**config.mk**
```make
export PLATFORM = sky130hd
export DESIGN_NAME = shadow_readback
export DESIGN_NICKNAME = d
export VERILOG_FILES = /design/src/rtl/shadow_rb_pkg.sv /design/src/rtl/shadow_cfg_reg.sv /design/src/rtl/shadow_copy_store.sv /design/src/rtl/shadow_seq_index.sv /design/src/rtl/shadow_readback.sv
export SDC_FILE = /design/constraint.sdc
export NUM_CORES = 1
export LEC_CHECK = 0
export ABC_AREA = 1
export BUFFER_PORTS_ARGS = -buffer_cell sky130_fd_sc_hd__clkbuf_2
export CAP_MARGIN = 30
export CORE_AREA = 2 2 174 176
export DETAILED_ROUTE_END_ITERATION = 8
export DIE_AREA = 0 0 176 178
export PLACE_DENSITY_LB_ADDON = 0.3
export SYNTH_ARGS = -nofsm -noshare
export SYNTH_HDL_FRONTEND = slang
export SYNTH_HIERARCHICAL = 1
export SYNTH_SLANG_ARGS = --single-unit
```
**constraint.sdc**
```tcl
create_clock -name clk -period 5 [get_ports clk]
set_input_delay 0.5 -clock clk [delete_from_list [all_inputs] [get_ports clk]]
set_output_delay 0.5 -clock clk [all_outputs]
set_load 0.02 [all_outputs]
```
**src/rtl/shadow_rb_pkg.sv**
```systemverilog
package shadow_rb_pkg;
  localparam int IO_AW     = 8;
  localparam int DATA_W    = 8;
  localparam int NUM_COPY  = 35;
  localparam int COPY_ID_W = $clog2(NUM_COPY + 1);
  localparam int NUM_SEQ   = 4;
  localparam int MASK_W    = 4;

  localparam logic [IO_AW-1:0] PORT_DMA_LO_MASK = 8'h0F;
  localparam logic [IO_AW-1:0] PORT_DMA_HI_MASK = 8'hDE;
  localparam logic [IO_AW-1:0] PORT_TMR_CTR0    = 8'h40;
  localparam logic [COPY_ID_W-1:0] ID_DMA_LO_MASK = 6'd12;
  localparam logic [COPY_ID_W-1:0] ID_DMA_HI_MASK = 6'd13;

  // Walking ports: address, first copy id, entry count
  function automatic logic [IO_AW-1:0] seq_port(input int g);
    case (g)
      0:       return 8'h08;
      1:       return 8'hD0;
      2:       return 8'h40;
      default: return 8'h20;
    endcase
  endfunction

  function automatic logic [COPY_ID_W-1:0] seq_base(input int g);
    case (g)
      0:       return 6'd0;
      1:       return 6'd6;
      2:       return 6'd14;
      default: return 6'd21;
    endcase
  endfunction

  function automatic int seq_len(input int g);
    case (g)
      0:       return 6;
      1:       return 6;
      2:       return 7;
      default: return 14;
    endcase
  endfunction

  // Address or count port of either DMA group
  function automatic logic is_dma_addr_cnt(input logic [IO_AW-1:0] a);
    return (a[7:3] == 5'b00000) || ((a[7:4] == 4'hC) && !a[0]);
  endfunction
endpackage

```
**src/rtl/shadow_cfg_reg.sv**
```systemverilog
module shadow_cfg_reg #(
  parameter int          DW        = 8,
  parameter logic [7:0]  RESET_VAL = 8'h02,
  parameter logic [7:0]  ZERO_MASK = 8'h80
) (
  input  logic          clk,
  input  logic          rst_n,
  input  logic          we_i,
  input  logic [DW-1:0] wdata_i,
  output logic [DW-1:0] q_o
);
  logic [DW-1:0] q_r, q_nxt;

  always_comb begin
    q_nxt = q_r;
    if (we_i) q_nxt = wdata_i & ~DW'(ZERO_MASK);
  end

  always_ff @(posedge clk or negedge rst_n) begin
    if (!rst_n) q_r <= DW'(RESET_VAL);
    else        q_r <= q_nxt;
  end

  assign q_o = q_r;
endmodule

```
**src/rtl/shadow_copy_store.sv**
```systemverilog
module shadow_copy_store #(
  parameter int DEPTH = 35,
  parameter int DW    = 8,
  parameter int IDW   = $clog2(DEPTH + 1)
) (
  input  logic           clk,
  input  logic           rst_n,
  input  logic           we_i,
  input  logic [IDW-1:0] wid_i,
  input  logic [DW-1:0]  wdata_i,
  input  logic [IDW-1:0] rid_i,
  output logic [DW-1:0]  rdata_o
);
  logic [DW-1:0] mem_r [DEPTH];

  // Ids at or beyond DEPTH are dropped
  for (genvar i = 0; i < DEPTH; i++) begin : g_ent
    logic ent_en;
    assign ent_en = we_i && (wid_i == IDW'(i));
    always_ff @(posedge clk or negedge rst_n) begin
      if (!rst_n)      mem_r[i] <= '0;
      else if (ent_en) mem_r[i] <= wdata_i;
    end
  end

  always_comb begin
    rdata_o = '0;
    for (int i = 0; i < DEPTH; i++)
      if (rid_i == IDW'(i)) rdata_o = mem_r[i];
  end
endmodule

```
**src/rtl/shadow_seq_index.sv**
```systemverilog
module shadow_seq_index #(
  parameter int LEN = 6,
  parameter int IW  = $clog2(LEN)
) (
  input  logic          clk,
  input  logic          rst_n,
  input  logic          clr_i,
  input  logic          adv_i,
  output logic [IW-1:0] idx_o
);
  localparam logic [IW-1:0] LAST = IW'(LEN - 1);

  logic [IW-1:0] idx_r, idx_nxt;

  always_comb begin
    idx_nxt = idx_r;
    if (clr_i)       idx_nxt = '0;
    else if (adv_i)  idx_nxt = (idx_r == LAST) ? '0 : idx_r + 1'b1;
  end

  always_ff @(posedge clk or negedge rst_n) begin
    if (!rst_n) idx_r <= '0;
    else        idx_r <= idx_nxt;
  end

  assign idx_o = idx_r;
endmodule

```
**src/rtl/shadow_readback.sv**
```systemverilog
module shadow_readback
  import shadow_rb_pkg::*;
(
  input  logic                 clk,
  input  logic                 rst_n,
  input  logic                 cfg_we,
  input  logic [DATA_W-1:0]    cfg_wdata,
  output logic [DATA_W-1:0]    cfg_rdata,
  input  logic [IO_AW-1:0]     io_addr,
  input  logic                 io_rd,
  input  logic                 io_wr,
  output logic [DATA_W-1:0]    io_rdata,
  output logic                 io_rd_hit,
  input  logic                 cap_we,
  input  logic [COPY_ID_W-1:0] cap_id,
  input  logic [DATA_W-1:0]    cap_data,
  input  logic [DATA_W-1:0]    dma_cur_rdata,
  input  logic [DATA_W-1:0]    dma_base_rdata,
  output logic                 dma_base_we,
  output logic                 dma_cur_we
);
  logic                 shadow_en;
  logic                 rd_q, rd_q_nxt;
  logic [IO_AW-1:0]     addr_q, addr_q_nxt;
  logic [NUM_SEQ-1:0]   seq_clr, seq_adv;
  logic [COPY_ID_W-1:0] seq_idx [NUM_SEQ];
  logic [COPY_ID_W-1:0] rd_id;
  logic [DATA_W-1:0]    copy_rdata;
  logic                 seq_sel, mask_sel, ac_sel;

  shadow_cfg_reg #(.DW(DATA_W), .RESET_VAL(8'h02), .ZERO_MASK(8'h80)) u_cfg (
    .clk, .rst_n, .we_i(cfg_we), .wdata_i(cfg_wdata), .q_o(cfg_rdata)
  );
  assign shadow_en = cfg_rdata[0];

  shadow_copy_store #(.DEPTH(NUM_COPY), .DW(DATA_W), .IDW(COPY_ID_W)) u_store (
    .clk, .rst_n, .we_i(cap_we), .wid_i(cap_id), .wdata_i(cap_data),
    .rid_i(rd_id), .rdata_o(copy_rdata)
  );

  // Read completion tracking
  always_comb begin
    rd_q_nxt   = io_rd;
    addr_q_nxt = io_rd ? io_addr : addr_q;
  end

  always_ff @(posedge clk or negedge rst_n) begin
    if (!rst_n) begin
      rd_q   <= 1'b0;
      addr_q <= '0;
    end else begin
      rd_q   <= rd_q_nxt;
      addr_q <= addr_q_nxt;
    end
  end

  for (genvar g = 0; g < NUM_SEQ; g++) begin : g_seq
    localparam int LEN = seq_len(g);
    localparam int IW  = $clog2(LEN);
    logic [IW-1:0] idx_l;
    assign seq_clr[g] = !shadow_en || (io_wr && (io_addr == seq_port(g)));
    assign seq_adv[g] = shadow_en && rd_q && !io_rd && (addr_q == seq_port(g));
    shadow_seq_index #(.LEN(LEN), .IW(IW)) u_idx (
      .clk, .rst_n, .clr_i(seq_clr[g]), .adv_i(seq_adv[g]), .idx_o(idx_l)
    );
    assign seq_idx[g] = COPY_ID_W'(idx_l);
  end

  // Copy selection
  always_comb begin
    rd_id    = '0;
    seq_sel  = 1'b0;
    mask_sel = 1'b0;
    for (int g = 0; g < NUM_SEQ; g++) begin
      if (io_addr == seq_port(g)) begin
        seq_sel = 1'b1;
        rd_id   = seq_base(g) + seq_idx[g];
      end
    end
    if (io_addr == PORT_DMA_LO_MASK) begin
      mask_sel = 1'b1;
      rd_id    = ID_DMA_LO_MASK;
    end else if (io_addr == PORT_DMA_HI_MASK) begin
      mask_sel = 1'b1;
      rd_id    = ID_DMA_HI_MASK;
    end
  end

  assign ac_sel = is_dma_addr_cnt(io_addr);

  // Read data and claim
  always_comb begin
    io_rd_hit = 1'b0;
    io_rdata  = '0;
    if (io_rd) begin
      if (ac_sel) begin
        io_rd_hit = 1'b1;
        io_rdata  = shadow_en ? dma_base_rdata : dma_cur_rdata;
      end else if (shadow_en && seq_sel) begin
        io_rd_hit = 1'b1;
        io_rdata  = copy_rdata;
      end else if (shadow_en && mask_sel) begin
        io_rd_hit = 1'b1;
        io_rdata  = {{(DATA_W-MASK_W){1'b0}}, copy_rdata[MASK_W-1:0]};
      end else if (io_addr == PORT_TMR_CTR0) begin
        io_rd_hit = 1'b1;
      end
    end
  end

  // Write steering for address and count ports
  assign dma_base_we = io_wr && ac_sel && !shadow_en;
  assign dma_cur_we  = io_wr && ac_sel &&  shadow_en;
endmodule

```
### Word level (Yosys, flattened, before mapping)

Cells that the tools add are included.

* flip-flop bits (word level): 309
* bits of input ports: 52
* output and inout bits: 19
* word-level logic and storage cells: 272

* $add $sub $neg: 8
* equal/unequal tests: 83
* mux-type cells: 73
* reduce and logical (&&, ||, !) cells: 66

Operators with widths (count)
* $mux 8: 39
* $eq 6x5->1 const B: 32
* $eq 6x4->1 const B: 16
* $mux 6: 10
* $logic_and 1x1->1: 51
* $eq 6x3->1 const B: 8
* $eq 6x6->1 const B: 6
* $mux 3: 9
* $eq 6x2->1 const B: 4
* $eq 8x4->1 const B: 3
* $eq 8x8->1 const B: 3
* $add 6x3->6: 3
* $eq 8x6->1 const B: 2
* $eq 8x7->1 const B: 2
* $mux 4: 4
* $eq 6x1->1 const B: 2
* $logic_not 6->1: 2
* $mux 1: 11
* $add 3x1->3 const B: 3
* $eq 3x3->1 const B: 3
* $eq 4x4->1 const B: 2
* $reduce_bool 2->1: 4
* $add 6x4->6: 1
* $logic_not 5->1: 1
* 3 further kinds: 9

### Longest topological paths before layout

Gate-level depths: netlist of the first run.

* word-level depth: 49
* depth in mapped cells: 33
* mapped depth without buffers: 33

### By module

The synthesis of the first run kept the hierarchy.

Modules (own cells, without submodules)
* shadow_copy_store: instances 1, cells an instance 1593, area each 12670.9 µm², sequential area each 7006.7 µm²
* shadow_readback: instances 1, cells an instance 183, area each 1168.6 µm², sequential area each 225.2 µm²
* shadow_seq_index at g_seq[0].u_idx ...: instances 2, cells an instance 20, area each 151.4 µm², sequential area each 75.1 µm²
* shadow_cfg_reg: instances 1, cells an instance 32, area each 281.5 µm², sequential area each 176.4 µm²
* shadow_seq_index at g_seq[3].u_idx: instances 1, cells an instance 33, area each 247.7 µm², sequential area each 100.1 µm²
* shadow_seq_index at g_seq[2].u_idx: instances 1, cells an instance 24, area each 167.7 µm², sequential area each 75.1 µm²

### Worst setup path before layout of the first run

No wires, ideal clock.

* kind: flip-flop to output port
* start point: reg g_seq[3].u_idx.idx_r[0]
* end point: out io_rdata[7]
* arrival: 3.381 ns
* required time: 4.500 ns
* setup slack: 1.119 ns
* stages on the path, launching flop included: 24
* path buffers: 2
* path through: dfrtp_1 -> ha_1 -> or2_2 -> nand2_1 -> o21ai_1 -> a211oi_2 -> inv_1 -> nor2_4 -> inv_1 -> buf_2 -> nor2_1 -> clkbuf_1 -> a21oi_1 -> nand4_1 -> nand2_1 -> nand3_1 -> nand2_1 -> nand4_1 -> nand2_1 -> nand4_1 -> nor3_2 -> nand4_1 -> nand3_1 -> a21oi_1

* longest elaborated chain between the ends: 43
* elaborated cells on any way between the ends: 77

Ends and longest elaborated chain
* start: declaration: line shadow_seq_index.sv:13 `logic [IW-1:0] idx_r, idx_nxt;`
* start signal: assignment: line shadow_seq_index.sv:23 `else idx_r <= idx_nxt;`
* $add 6x4->6 (*): line shadow_readback.sv:77 `rd_id = seq_base(g) + seq_idx[g];`
* $mux 6 (*): line shadow_readback.sv:75 `if (io_addr == seq_port(g)) begin`
* $mux 6 (*): line shadow_readback.sv:83 `end else if (io_addr == PORT_DMA_HI_MASK) begin`
* $mux 6 (*): line shadow_readback.sv:80 `if (io_addr == PORT_DMA_LO_MASK) begin`
* named net rd_id[4]: line shadow_readback.sv:27 `logic [COPY_ID_W-1:0] rd_id;`
* $logic_not 6->1: line shadow_copy_store.sv:29 `if (rid_i == IDW'(i)) rdata_o = mem_r[i];`
* $mux 8 (34 in a row): line shadow_copy_store.sv:29
* $mux 8 (*): line shadow_copy_store.sv:29
* named net copy_rdata[7]: line shadow_readback.sv:28 `logic [DATA_W-1:0] copy_rdata;`
* $mux 8 (*): line shadow_readback.sv:99 `end else if (shadow_en && seq_sel) begin`
* $mux 8 (*): line shadow_readback.sv:96 `if (ac_sel) begin`
* $mux 8 (*): line shadow_readback.sv:95 `if (io_rd) begin`
* end: declaration: line shadow_readback.sv:12 `output logic [DATA_W-1:0] io_rdata,`

Mark *: on every way through the listed nets, which the timed path passes. The rest lies on a longest branch.

### Final worst setup path of the first run

* start point: in io_addr[6]
* end point: out io_rdata[2]

* longest elaborated chain between the ends: 47
* elaborated cells on any way between the ends: 98

Ends and longest elaborated chain
* start: declaration: line shadow_readback.sv:9 `input logic [IO_AW-1:0] io_addr,`
* $eq 8x4->1: line shadow_readback.sv:75
* $mux 6 (4 in a row): line shadow_readback.sv:75
* $mux 6: line shadow_readback.sv:83
* $mux 6 (*): line shadow_readback.sv:80
* named net rd_id[1]: line shadow_readback.sv:27
* $logic_not 6->1: line shadow_copy_store.sv:29
* $mux 8 (34 in a row): line shadow_copy_store.sv:29
* $mux 8 (*): line shadow_copy_store.sv:29
* named net copy_rdata[2]: line shadow_readback.sv:28
* $mux 4: line shadow_readback.sv:102 `end else if (shadow_en && mask_sel) begin`
* $mux 8 (*): line shadow_readback.sv:99
* $mux 8 (*): line shadow_readback.sv:96
* $mux 8 (*): line shadow_readback.sv:95

Marked as above.

==> results of run 1 <==
[worst max-delay path: cells and delay by family]
| family | cells | cell delay, ns |
|---|---|---|
| simple gates | 25 | 2.94 |
| buf+inv | 5 | 0.74 |
| compound gates | 3 | 0.49 |
[flip-flops by register name, indices dropped and copies added (netlist names)]
name and count:
addr_q 8, g_seq.u_idx/idx_o 13, rd_q 1, u_cfg/q_o 7, u_store/mem_r 280
[cell usage after synthesis, drive strengths merged]
| cell type | number |
|---|---|
| nand4 | 60 |
| o21bai | 1 |
| ha | 5 |
| inv | 159 |
| nor4 | 3 |
| or2 | 25 |
| o21a | 1 |
| buf | 10 |
| nand3 | 53 |
| dfstp | 1 |
| o211ai | 4 |
| clkbuf | 63 |
| dfrtp | 308 |
| o2111ai | 2 |
| a21oi | 48 |
| conb | 1 |
| a31oi | 1 |
| clkinv | 1 |
| a211oi | 1 |
| nor2 | 164 |
| nor3 | 14 |
| o22ai | 1 |
| nand2 | 672 |
| nor3b | 1 |
| o21ai | 306 |
[power by group]
group,internal (uW),switching (uW)
logic,238,401
registers,2810,172
clock network,1600,998
total,4650,1570
[cell type report]
type                            instances  share of cell area
Multi-Input combinational cell       1363              0.3645
Timing Repair Buffer                  169             0.07498
Inverter                              160             0.03406
Sequential cell                       309              0.4333
Tap cell                              390             0.02733
Clock buffer                           58             0.06132
Clock inverter                          6            0.004485
[per-stage QoR]
| step | instance area [sq um] | setup WS [ns] |
|---|---|---|
| after floorplan | 14840 | 1.119 |
| after global placement | 15900 | 0.06639 |
| after detailed placement | 16060 | 0.004619 |
| after CTS | 17500 | -0.1622 |
| after global routing | 17850 | -0.4379 |
| final | 17850 | -0.1970 |
[what timing repair did]
action	4_1_cts	5_1_grt
pin swaps	27	66
endpoints found under the setup margin	8	8
buffers inserted	17	10
resized for setup	34	87
[worst min-delay path by stage]
stage                                        start                             end  slack [ns]
after floorplan                              rst_n           addr_q[0]$_DFFE_PN0P_        0.20
after global placement    u_cfg/q_o[1]$_DFFE_PN1P_        u_cfg/q_o[1]$_DFFE_PN1P_        0.45
after detailed placement  u_cfg/q_o[5]$_DFFE_PN0P_        u_cfg/q_o[5]$_DFFE_PN0P_        0.46
after CTS                                    rst_n  u_store/mem_r[205]$_DFFE_PN0P_        0.12
after global routing                         rst_n  u_store/mem_r[205]$_DFFE_PN0P_        0.14
final                                        rst_n  u_store/mem_r[205]$_DFFE_PN0P_        0.07
[kinds of logic after synthesis]
logic type / count (synthesis)
other: 1
AND/OR/NAND/NOR: 992
buffers and inverters: 233
flip-flops: 309
adder cells (fa/ha/maj): 5
AO/OA/AOI/OAI: 365
[layer usage]
layer	vias up	wire length, um	share of wire	global-route usage
met1	6264	17290	0.45	0.3454
li1	6383	-	-	-
met2	316	18320	0.48	0.4075
met5	-	0	0	0
met3	67	1857	0.048	0.03410
met4	0	894	0.023	0.07782
==> flow_summary.yaml, run 1 <==
global_routing:
  overflow: 0
  grt_max_degree: 135
  antenna_found_initial: 0
  grt_pass1_vias: 12350
  grt_usage: 0.2485
  grt_first_pass_wirelength_um: 62870
sta:
  finalMaxSlewViolations: 0
  fin_crit_sh: 1.039
  skew_ns: 0.002452
  setup_viol: 7
  fin_setup_tns_ns: -0.5454
  slew_headroom: 0.4179
  worst_slew_pin_slew_ns: 0.8731
  hold_violations: 0
  setup_ws_ns: -0.1970
  max_freq_mhz: 192.4
  holdWs_ns: 0.07144
  timing.final.crit_period_ns: 5.197
  rsz0062_at_grt: "true"
worst_setup_path:
  endpoint: "io_rdata[2]"
  reg2regPathDepth: 8
  timing.rr.start: "u_cfg/q_o[0]$_DFFE_PN0P_"
  r2r_end: "g_seq[2].u_idx/idx_o[1]$_DFFE_PN0P_"
  arrival_ns: 4.70
  worstSetupPathType: "primary input to primary output"
  cp_slowest_cell: "a21oi_2"
  cp.required_ns: 4.50
  start_kind: "primary input"
  r2r_setup_slack_ns: 2.55
  critPathMaxStageDelay_ns: 0.31
  cp-startpoint: "io_addr[6]"
  setup.worst_path.end_class: "primary output"
  worstPathMaxFanout: 5
final_layout:
  final_util: 0.6073
  multi_input_area_sq_um: 6509
  final_common_cell: "nand2_1"
  drive_gt1_frac: 0.1816
  fill_cells: 2500
  layout_common_cells: "645 x nand2_1, 306 x dfrtp_1, 297 x o21ai_0"
  diodes: 0
  finalNonFillerCells: 2455
  finalNetCount: 2096
  syn2layout_area_growth_pct: 20.32
  regArea_sq_um: 7736
floorplan:
  dieHeight_um: 178
  coreArea_sq_um: 29400
  die_w_um: 176
  die_area_sq_um: 31330
  io_pins: 71
  initial_core_util: 0.5047
  row_count: 63
synth:
  syn_area_per_cell_sq_um: 7.790
  syn_nets: 1962
  synthCells: 1905
  synthXorXnorAreaFrac: 0
  synth_top_area_share: 0.5194
  synth.distinct_cells: 40
  synthTopCellsByArea: "dfrtp_1 52%, nand2_1 17%, o21ai_0 10%"
  netlist_area_sq_um: 14840
  synth_seq_cells: 309
  synth_compound_area_frac: 0.1271
  synthMuxAreaShare: 0
  yosys.area.top_type: "dfrtp_1"
  synth_top_family_by_area: "simple AND/OR/NAND/NOR gates"
  ys_warn_count: 6
  synthAdderAreaFrac: 0.004216
  synth.yosys.seq_area_share: 0.5212
  synthSimpleGateAreaFrac: 0.2859
place:
  dp_cells: 2364
  port_buffers: 68
  gp_congestion: 0.8670
  hpwl_um: 26390
clock_network:
  cts_hold_buf: 0
  cts_buffers: 36
  cts_tree: "done"
  cts_root_buf: "clkbuf_16"
  cts_buffer_depth: 3
  path_clk_slew_ns: 0.06
  cts.htree.levels: 2
  clkLatencyLatePin_ns: 0.51
  cts_sinks: 309
min_path:
  hold_class: "primary input to async pin"
routing:
  vias: 13030
  drc: 0
  wirelength_um: 38370
  routed_via_density: 5.308
  ant_nets: 0
  wl_per_cell_um: 15.63
  drt_iter0_drc: 1217
  first_pass_iters: 5
power_and_ir_drop:
  max-vdd-ir-drop_uv: 209.4
  p_leak_uw: 0.008388
  design_power_total_uw: 6217
  powerDensity_nw_per_um2: 348.2
status:
  violations: "negative setup slack"
  status: "finished with violations"
flow_run:
  max_cap_violations: 0
Note: power is estimated with default switching activity, not from simulation.
==> run 2: changes to the inputs <==
clock period = 5.95 ns   (was 5 ns; I/O delays follow)
==> run 2 against run 1 <==
  * The flow now finishes without violations
  * Clock power fell by 19%
  * Sequential power decreased by 16%
  * Final cell count is 3.5% lower
  * Clock skew increased by 0.0054 ns
  * Cell area fell by 6.3%
  * Highest routed layer unchanged
  * Total power shrank 18%
  * Combinational power fell by 21%
  * Flip-flop and latch count is the same
  * Critical path depth fell by 4
  * Setup slack better by 0.59 ns
  * Count of clock-buffer cells in the layout fell by 9
==> flow_summary.yaml, run 2 (synthesis results as in run 1) <==
sta:
  worst_slew_pin_slew_ns: 1.014
  fin_setup_tns_ns: 0
  hold_violations: 0
  max_freq_mhz: 179.8
  timing.final.crit_period_ns: 5.561
  slew_headroom: 0.3190
  rsz0062_at_grt: "false"
  fin_crit_sh: 0.9345
  finalMaxSlewViolations: 0
  setup_viol: 0
  skew_ns: 0.007838
routing:
  wl_per_cell_um: 15.57
  drt_iter0_drc: 1237
  first_pass_iters: 8
  wirelength_um: 36890
  drc: 0
  routed_via_density: 5.314
  ant_nets: 0
  vias: 12590
worst_setup_path:
  critPathMaxStageDelay_ns: 0.46
  r2r_setup_slack_ns: 3.68
  critical_path.top_delay_family: "simple AND/OR/NAND/NOR gates"
  worstSetupPathType: "register to primary output"
  path_common_cell: "nand4_1"
  cp-startpoint: "g_seq[3].u_idx/idx_o[0]$_DFFE_PN0P_"
  cp_slowest_cell: "dfrtp_2"
  start_kind: "register"
  reg2regPathDepth: 8
  path_depth: 29
  worstPathMaxFanout: 16
  r2r_end: "g_seq[2].u_idx/idx_o[0]$_DFFE_PN0P_"
  cp.required_ns: 5.36
  arrival_ns: 4.97
  setup.worst_path.end_class: "primary output"
  timing.rr.start: "u_cfg/q_o[0]$_DFFE_PN0P_"
  endpoint: "io_rdata[4]"
  cp_num_buf_inv: 2
clock_network:
  cts_root_buf: "clkbuf_16"
  cts_buffer_depth: 3
  path_clk_slew_ns: 0.06
  cts_tree: "done"
  cts_hold_buf: 0
  cts_buffers: 35
  clkLatencyLatePin_ns: 0.51
  cts.htree.levels: 2
  cts_sinks: 309
floorplan:
  row_count: 63
  initial_core_util: 0.5047
  io_pins: 71
  die_w_um: 176
  dieHeight_um: 178
  die_area_sq_um: 31330
  coreArea_sq_um: 29400
final_layout:
  drive_gt1_frac: 0.1198
  design_area_sq_um: 16730
  finalNetCount: 2015
  fill_cells: 2703
  top_register: "u_store/mem_r"
  diodes: 0
  layout_common_cells: "664 x nand2_1, 307 x dfrtp_1, 297 x o21ai_0"
  multi_input_area_sq_um: 6212
  final_common_cell: "nand2_1"
  largest_register_ffs: 280
  syn2layout_area_growth_pct: 12.76
  regArea_sq_um: 7735
flow_run:
  max_cap_violations: 0
place:
  place_area_sq_um: 15590
  port_buffers: 68
  hpwl_um: 25630
  gp_congestion: 0.9475
power_and_ir_drop:
  switching_share: 0.2550
  p_int_uw: 3806
  p_clk_frac: 0.411
  p_leak_uw: 0.007795
  p_switching_uw: 1303
  combPwrFrac: 0.098
  max-vdd-ir-drop_uv: 224.5
  powerDensity_nw_per_um2: 305.3
  seqPwrFrac: 0.490
global_routing:
  grt_max_degree: 134
  grt_pass1_vias: 12030
  overflow: 0
  grt_first_pass_wirelength_um: 61290
  grt_usage: 0.2420
  antenna_found_initial: 0
min_path:
  hold_class: "primary input to async pin"
status:
  status: "finished, final reports clean"
run 2: cell types whose count changed in the layout (fill, tap and decap cells not counted), moves of 8 or more:
cell,before,now
buf_4,83,15
nand2_1,645,664
nor2_1,118,135
buf_6,14,0
nand2_2,21,8
nor2_4,22,10
nand3_1,36,46
clkbuf_2,58,67
nand3_2,14,6
run 2: stage by stage:
stage               cells  utilization  setup WS, ns  hold slack (ns)  power [uW]
floorplan            1905            -         1.883           0.2994        2828
finish               2369       0.5691        0.3895           0.1011        5109
CTS                  2368       0.5681        0.2386           0.1556        5149
global route         2369       0.5691      0.005146           0.1942        5355
global placement     2305       0.5269        0.5049           0.4547        3000
detailed placement   2310       0.5303        0.4772           0.4659        3038
run 2: routing by layer:
layer | wire, um | vias to the layer above | global-route usage
li1 | - | 6234 | -
met1 | 16980 | 6017 | 0.3391
met2 | 17420 | 278 | 0.4003
met3 | 1593 | 60 | 0.02707
met4 | 908 | 0 | 0.07231
met5 | 0 | - | 0
run 2: area by class of cell:
| type | count | share of cell area |
|---|---|---|
| well taps | 390 | 0.02916 |
| inverters | 160 | 0.03604 |
| clock inverters | 9 | 0.006132 |
| flip-flops and latches | 309 | 0.4623 |
| clock buffers | 49 | 0.06027 |
| repair buffers | 89 | 0.03485 |
| multi-input cells | 1363 | 0.3713 |
run 2: power by group through the flow:
stage	Clock (uW)	Combinational, uW	Sequential (uW)
5_1_grt	2230	587	2540
4_1_cts	2140	506	2500
3_3_place_gp	0	475	2530
2_1_floorplan	0	324	2500
6_report	2100	501	2510
3_5_place_dp	0	503	2530
run 2: what timing repair did:
| action | in CTS | in global routing |
|---|---|---|
| gates resized for setup | 0 | 6 |
| setup endpoints to repair | 0 | 7 |
| setup buffers | 0 | 1 |
run 2: worst min-delay path by stage:
| stage | startpoint | end | slack [ns] |
|---|---|---|---|
| after CTS | rst_n | u_store/mem_r[198]$_DFFE_PN0P_ | 0.16 |
| final | rst_n | u_store/mem_r[206]$_DFFE_PN0P_ | 0.10 |
| after detailed placement | u_store/mem_r[171]$_DFFE_PN0P_ | u_store/mem_r[171]$_DFFE_PN0P_ | 0.47 |
| after floorplan | rst_n | addr_q[0]$_DFFE_PN0P_ | 0.30 |
| after global routing | rst_n | u_store/mem_r[191]$_DFFE_PN0P_ | 0.19 |
| after global placement | u_cfg/q_o[1]$_DFFE_PN1P_ | u_cfg/q_o[1]$_DFFE_PN1P_ | 0.45 |
==> run 3: changes to the inputs <==
ABC_AREA = unset   (was 1)
CORE_AREA = 2 2 182 184   (was 2 2 174 176)
DIE_AREA = 0 0 184 186   (was 0 0 176 178)
==> run 3 against run 2 <==
  * Global-route usage rose by 3.2 points
  * Combinational power rose by 20%
  * Sequential power barely moved
  * First-iteration DRC count rose by 9.3%
  * Utilization barely moved
  * Flip-flop and latch count did not move
  * Area after synthesis rose by 9.9%
  * Clock power rose by 6%
  * Critical endpoint is now io_rdata[2]
  * Die area rose by 9.2%
  * Synthesized cell count fell by 26%
==> flow_summary.yaml, run 3 <==
status:
  status: "finished, final reports clean"
sta:
  skew_ns: 0.003573
  rsz0062_at_grt: "false"
  setup_viol: 0
  fin_crit_sh: 0.9398
  worst_slew_pin_slew_ns: 1.048
  hold_violations: 0
  timing.final.crit_period_ns: 5.592
  fin_setup_tns_ns: 0
  finalMaxSlewViolations: 0
  max_freq_mhz: 178.8
  slew_headroom: 0.2989
  holdWs_ns: 0.1701
  setup_ws_ns: 0.3579
synth:
  ys_warn_count: 6
  synthAdderAreaFrac: 0.003837
  ys_async_sr_fraction: 1.000
  syn_area_per_cell_sq_um: 11.59
  synth_compound_area_frac: 0.1206
  synth_edf_count: 0
  synthXorXnorAreaFrac: 0.002686
  synthTopCellsByArea: "dfrtp_1 47%, mux2_2 21%, a21oi_1 2.5%"
  synth.distinct_cells: 88
  synth_top_area_share: 0.4728
  synth.yosys.seq_area_share: 0.4744
  yosys.area.top_type: "dfrtp_1"
  synthCells: 1407
  synth.most_common_cell: "dfrtp_1"
  synth_top_family_by_area: "multiplexers"
  synth_seq_cells: 309
  netlist_area_sq_um: 16300
  synthSimpleGateAreaFrac: 0.1045
  synthMuxAreaShare: 0.2598
  syn_nets: 1464
  synth_ff_type: "dfrtp_1"
  synthTopCellsByCount: "308 x dfrtp_1, 306 x mux2_2, 82 x a21oi_1"
place:
  place_ws_ns: 0.4707
  dp_cells: 1820
  port_buffers: 68
  gp_congestion: 0.9397
  hpwl_um: 30740
floorplan:
  io_pins: 71
  die_area_sq_um: 34220
  dieHeight_um: 186
  die_w_um: 184
  initial_core_util: 0.5062
  row_count: 66
  coreArea_sq_um: 32210
flow_run:
  max_cap_violations: 0
clock_network:
  cts_setup_buffers: 0
  cts_root_buf: "clkbuf_16"
  cts_hold_buf: 0
  cts_buffers: 35
  cts_buffer_depth: 3
  cts.htree.levels: 2
  cts_sinks: 309
  cts_tree: "done"
  path_clk_slew_ns: 0.05
  cts_resized: 0
  clkLatencyLatePin_ns: 0.52
routing:
  routed_via_density: 6.512
  drt_iter0_drc: 1352
  vias: 12250
  drc: 0
  wirelength_um: 46090
  ant_nets: 0
  first_pass_iters: 6
  wl_per_cell_um: 24.50
worst_setup_path:
  worstSetupPathType: "primary input to primary output"
  timing.rr.start: "u_cfg/q_o[0]$_DFFE_PN0P_"
  cp-startpoint: "io_addr[1]"
  arrival_ns: 5.00
  worstPathMaxFanout: 14
  start_kind: "primary input"
  setup.worst_path.end_class: "primary output"
  cp.required_ns: 5.36
  r2r_setup_slack_ns: 3.73
global_routing:
  grt_max_degree: 130
  grt_pass1_vias: 12250
  antenna_found_initial: 0
  grt_usage: 0.2744
  overflow: 0
  grt_first_pass_wirelength_um: 72040
final_layout:
  layout_common_cells: "308 x dfrtp_1, 306 x mux2_2, 81 x a21oi_1"
  finalNetCount: 1507
  top_register: "u_store/mem_r"
  multi_input_area_sq_um: 8079
  finalNonFillerCells: 1881
  final_util: 0.5695
  syn2layout_area_growth_pct: 12.49
  final_common_cell: "dfrtp_1"
  drive_gt1_frac: 0.3585
  largest_register_ffs: 280
  fill_cells: 2711
  diodes: 0
  regArea_sq_um: 7734
power_and_ir_drop:
  powerDensity_nw_per_um2: 291.3
  p_leak_uw: 0.008016
  max-vdd-ir-drop_uv: 181.4
min_path:
  hold_class: "primary input to async pin"
==> run 3: logic make-up after synthesis <==
kind of cell	after synthesis
compound gates	297
xor+xnor	5
fa+ha+maj	5
buf+inv	127
flops	309
mux	365
other cells	1
simple gates	298
==> run 3: cell type report <==
| class | instances | area share |
|---|---|---|
| multi-input combinational | 971 | 0.4405 |
| clock buffer | 50 | 0.05574 |
| timing repair buffer | 119 | 0.04257 |
| clock inverter | 10 | 0.008801 |
| inverter | 14 | 0.002865 |
| tap | 408 | 0.02783 |
| sequential | 309 | 0.4217 |
==> run 3: metal layers <==
layer	vias up	GRT usage	share of wire
li1	5343	-	-
met1	6197	0.3629	0.42
met2	553	0.4373	0.46
met3	157	0.04735	0.073
met4	0	0.1395	0.051
met5	-	0	0
==> run 3: per-stage QoR <==
step | power, uW | cell area [sq um]
after global routing | 5546 | 18340
after detailed placement | 3144 | 17150
after global placement | 3107 | 17150
after CTS | 5377 | 18340
after floorplan | 2914 | 16300
final | 5342 | 18340
==> run 3: power breakdown <==
part	switching [uW]	leakage, uW	internal (uW)	total, uW
Sequential	147	0.00408	2370	2510
Combinational	295	0.00335	305	600
Clock	861	0.000585	1370	2230
Total	1300	0.00802	4040	5340
==> run 3: path summary, 6_finish.rpt <==
check                                                      endpoint  cells after the start
worst max register to register  g_seq[3].u_idx/idx_o[3]$_DFFE_PN0P_                      6
worst max-delay path                                    io_rdata[2]                     14
max in group asynchronous            u_store/mem_r[203]$_DFFE_PN0P_                      2
min in group clk                           u_cfg/q_o[0]$_DFFE_PN0P_                      2
worst min register to register       u_store/mem_r[139]$_DFFE_PN0P_                      1
worst min-delay path                       u_cfg/q_o[4]$_DFFE_PN0P_                      1
==> run 3: worst max-delay path, cell delays in order <==
cell and delay (ns):
clkbuf_2 0.11, or3_1 0.52, or4_4 0.60, o22ai_2 0.59, nor4b_4 0.51, buf_4 0.29
o21ai_0 0.13, o2bb2ai_1 0.29, a21oi_1 0.10, o21a_1 0.23, a311oi_1 0.50, nand3_1 0.15
o32ai_1 0.15, clkbuf_2 0.22
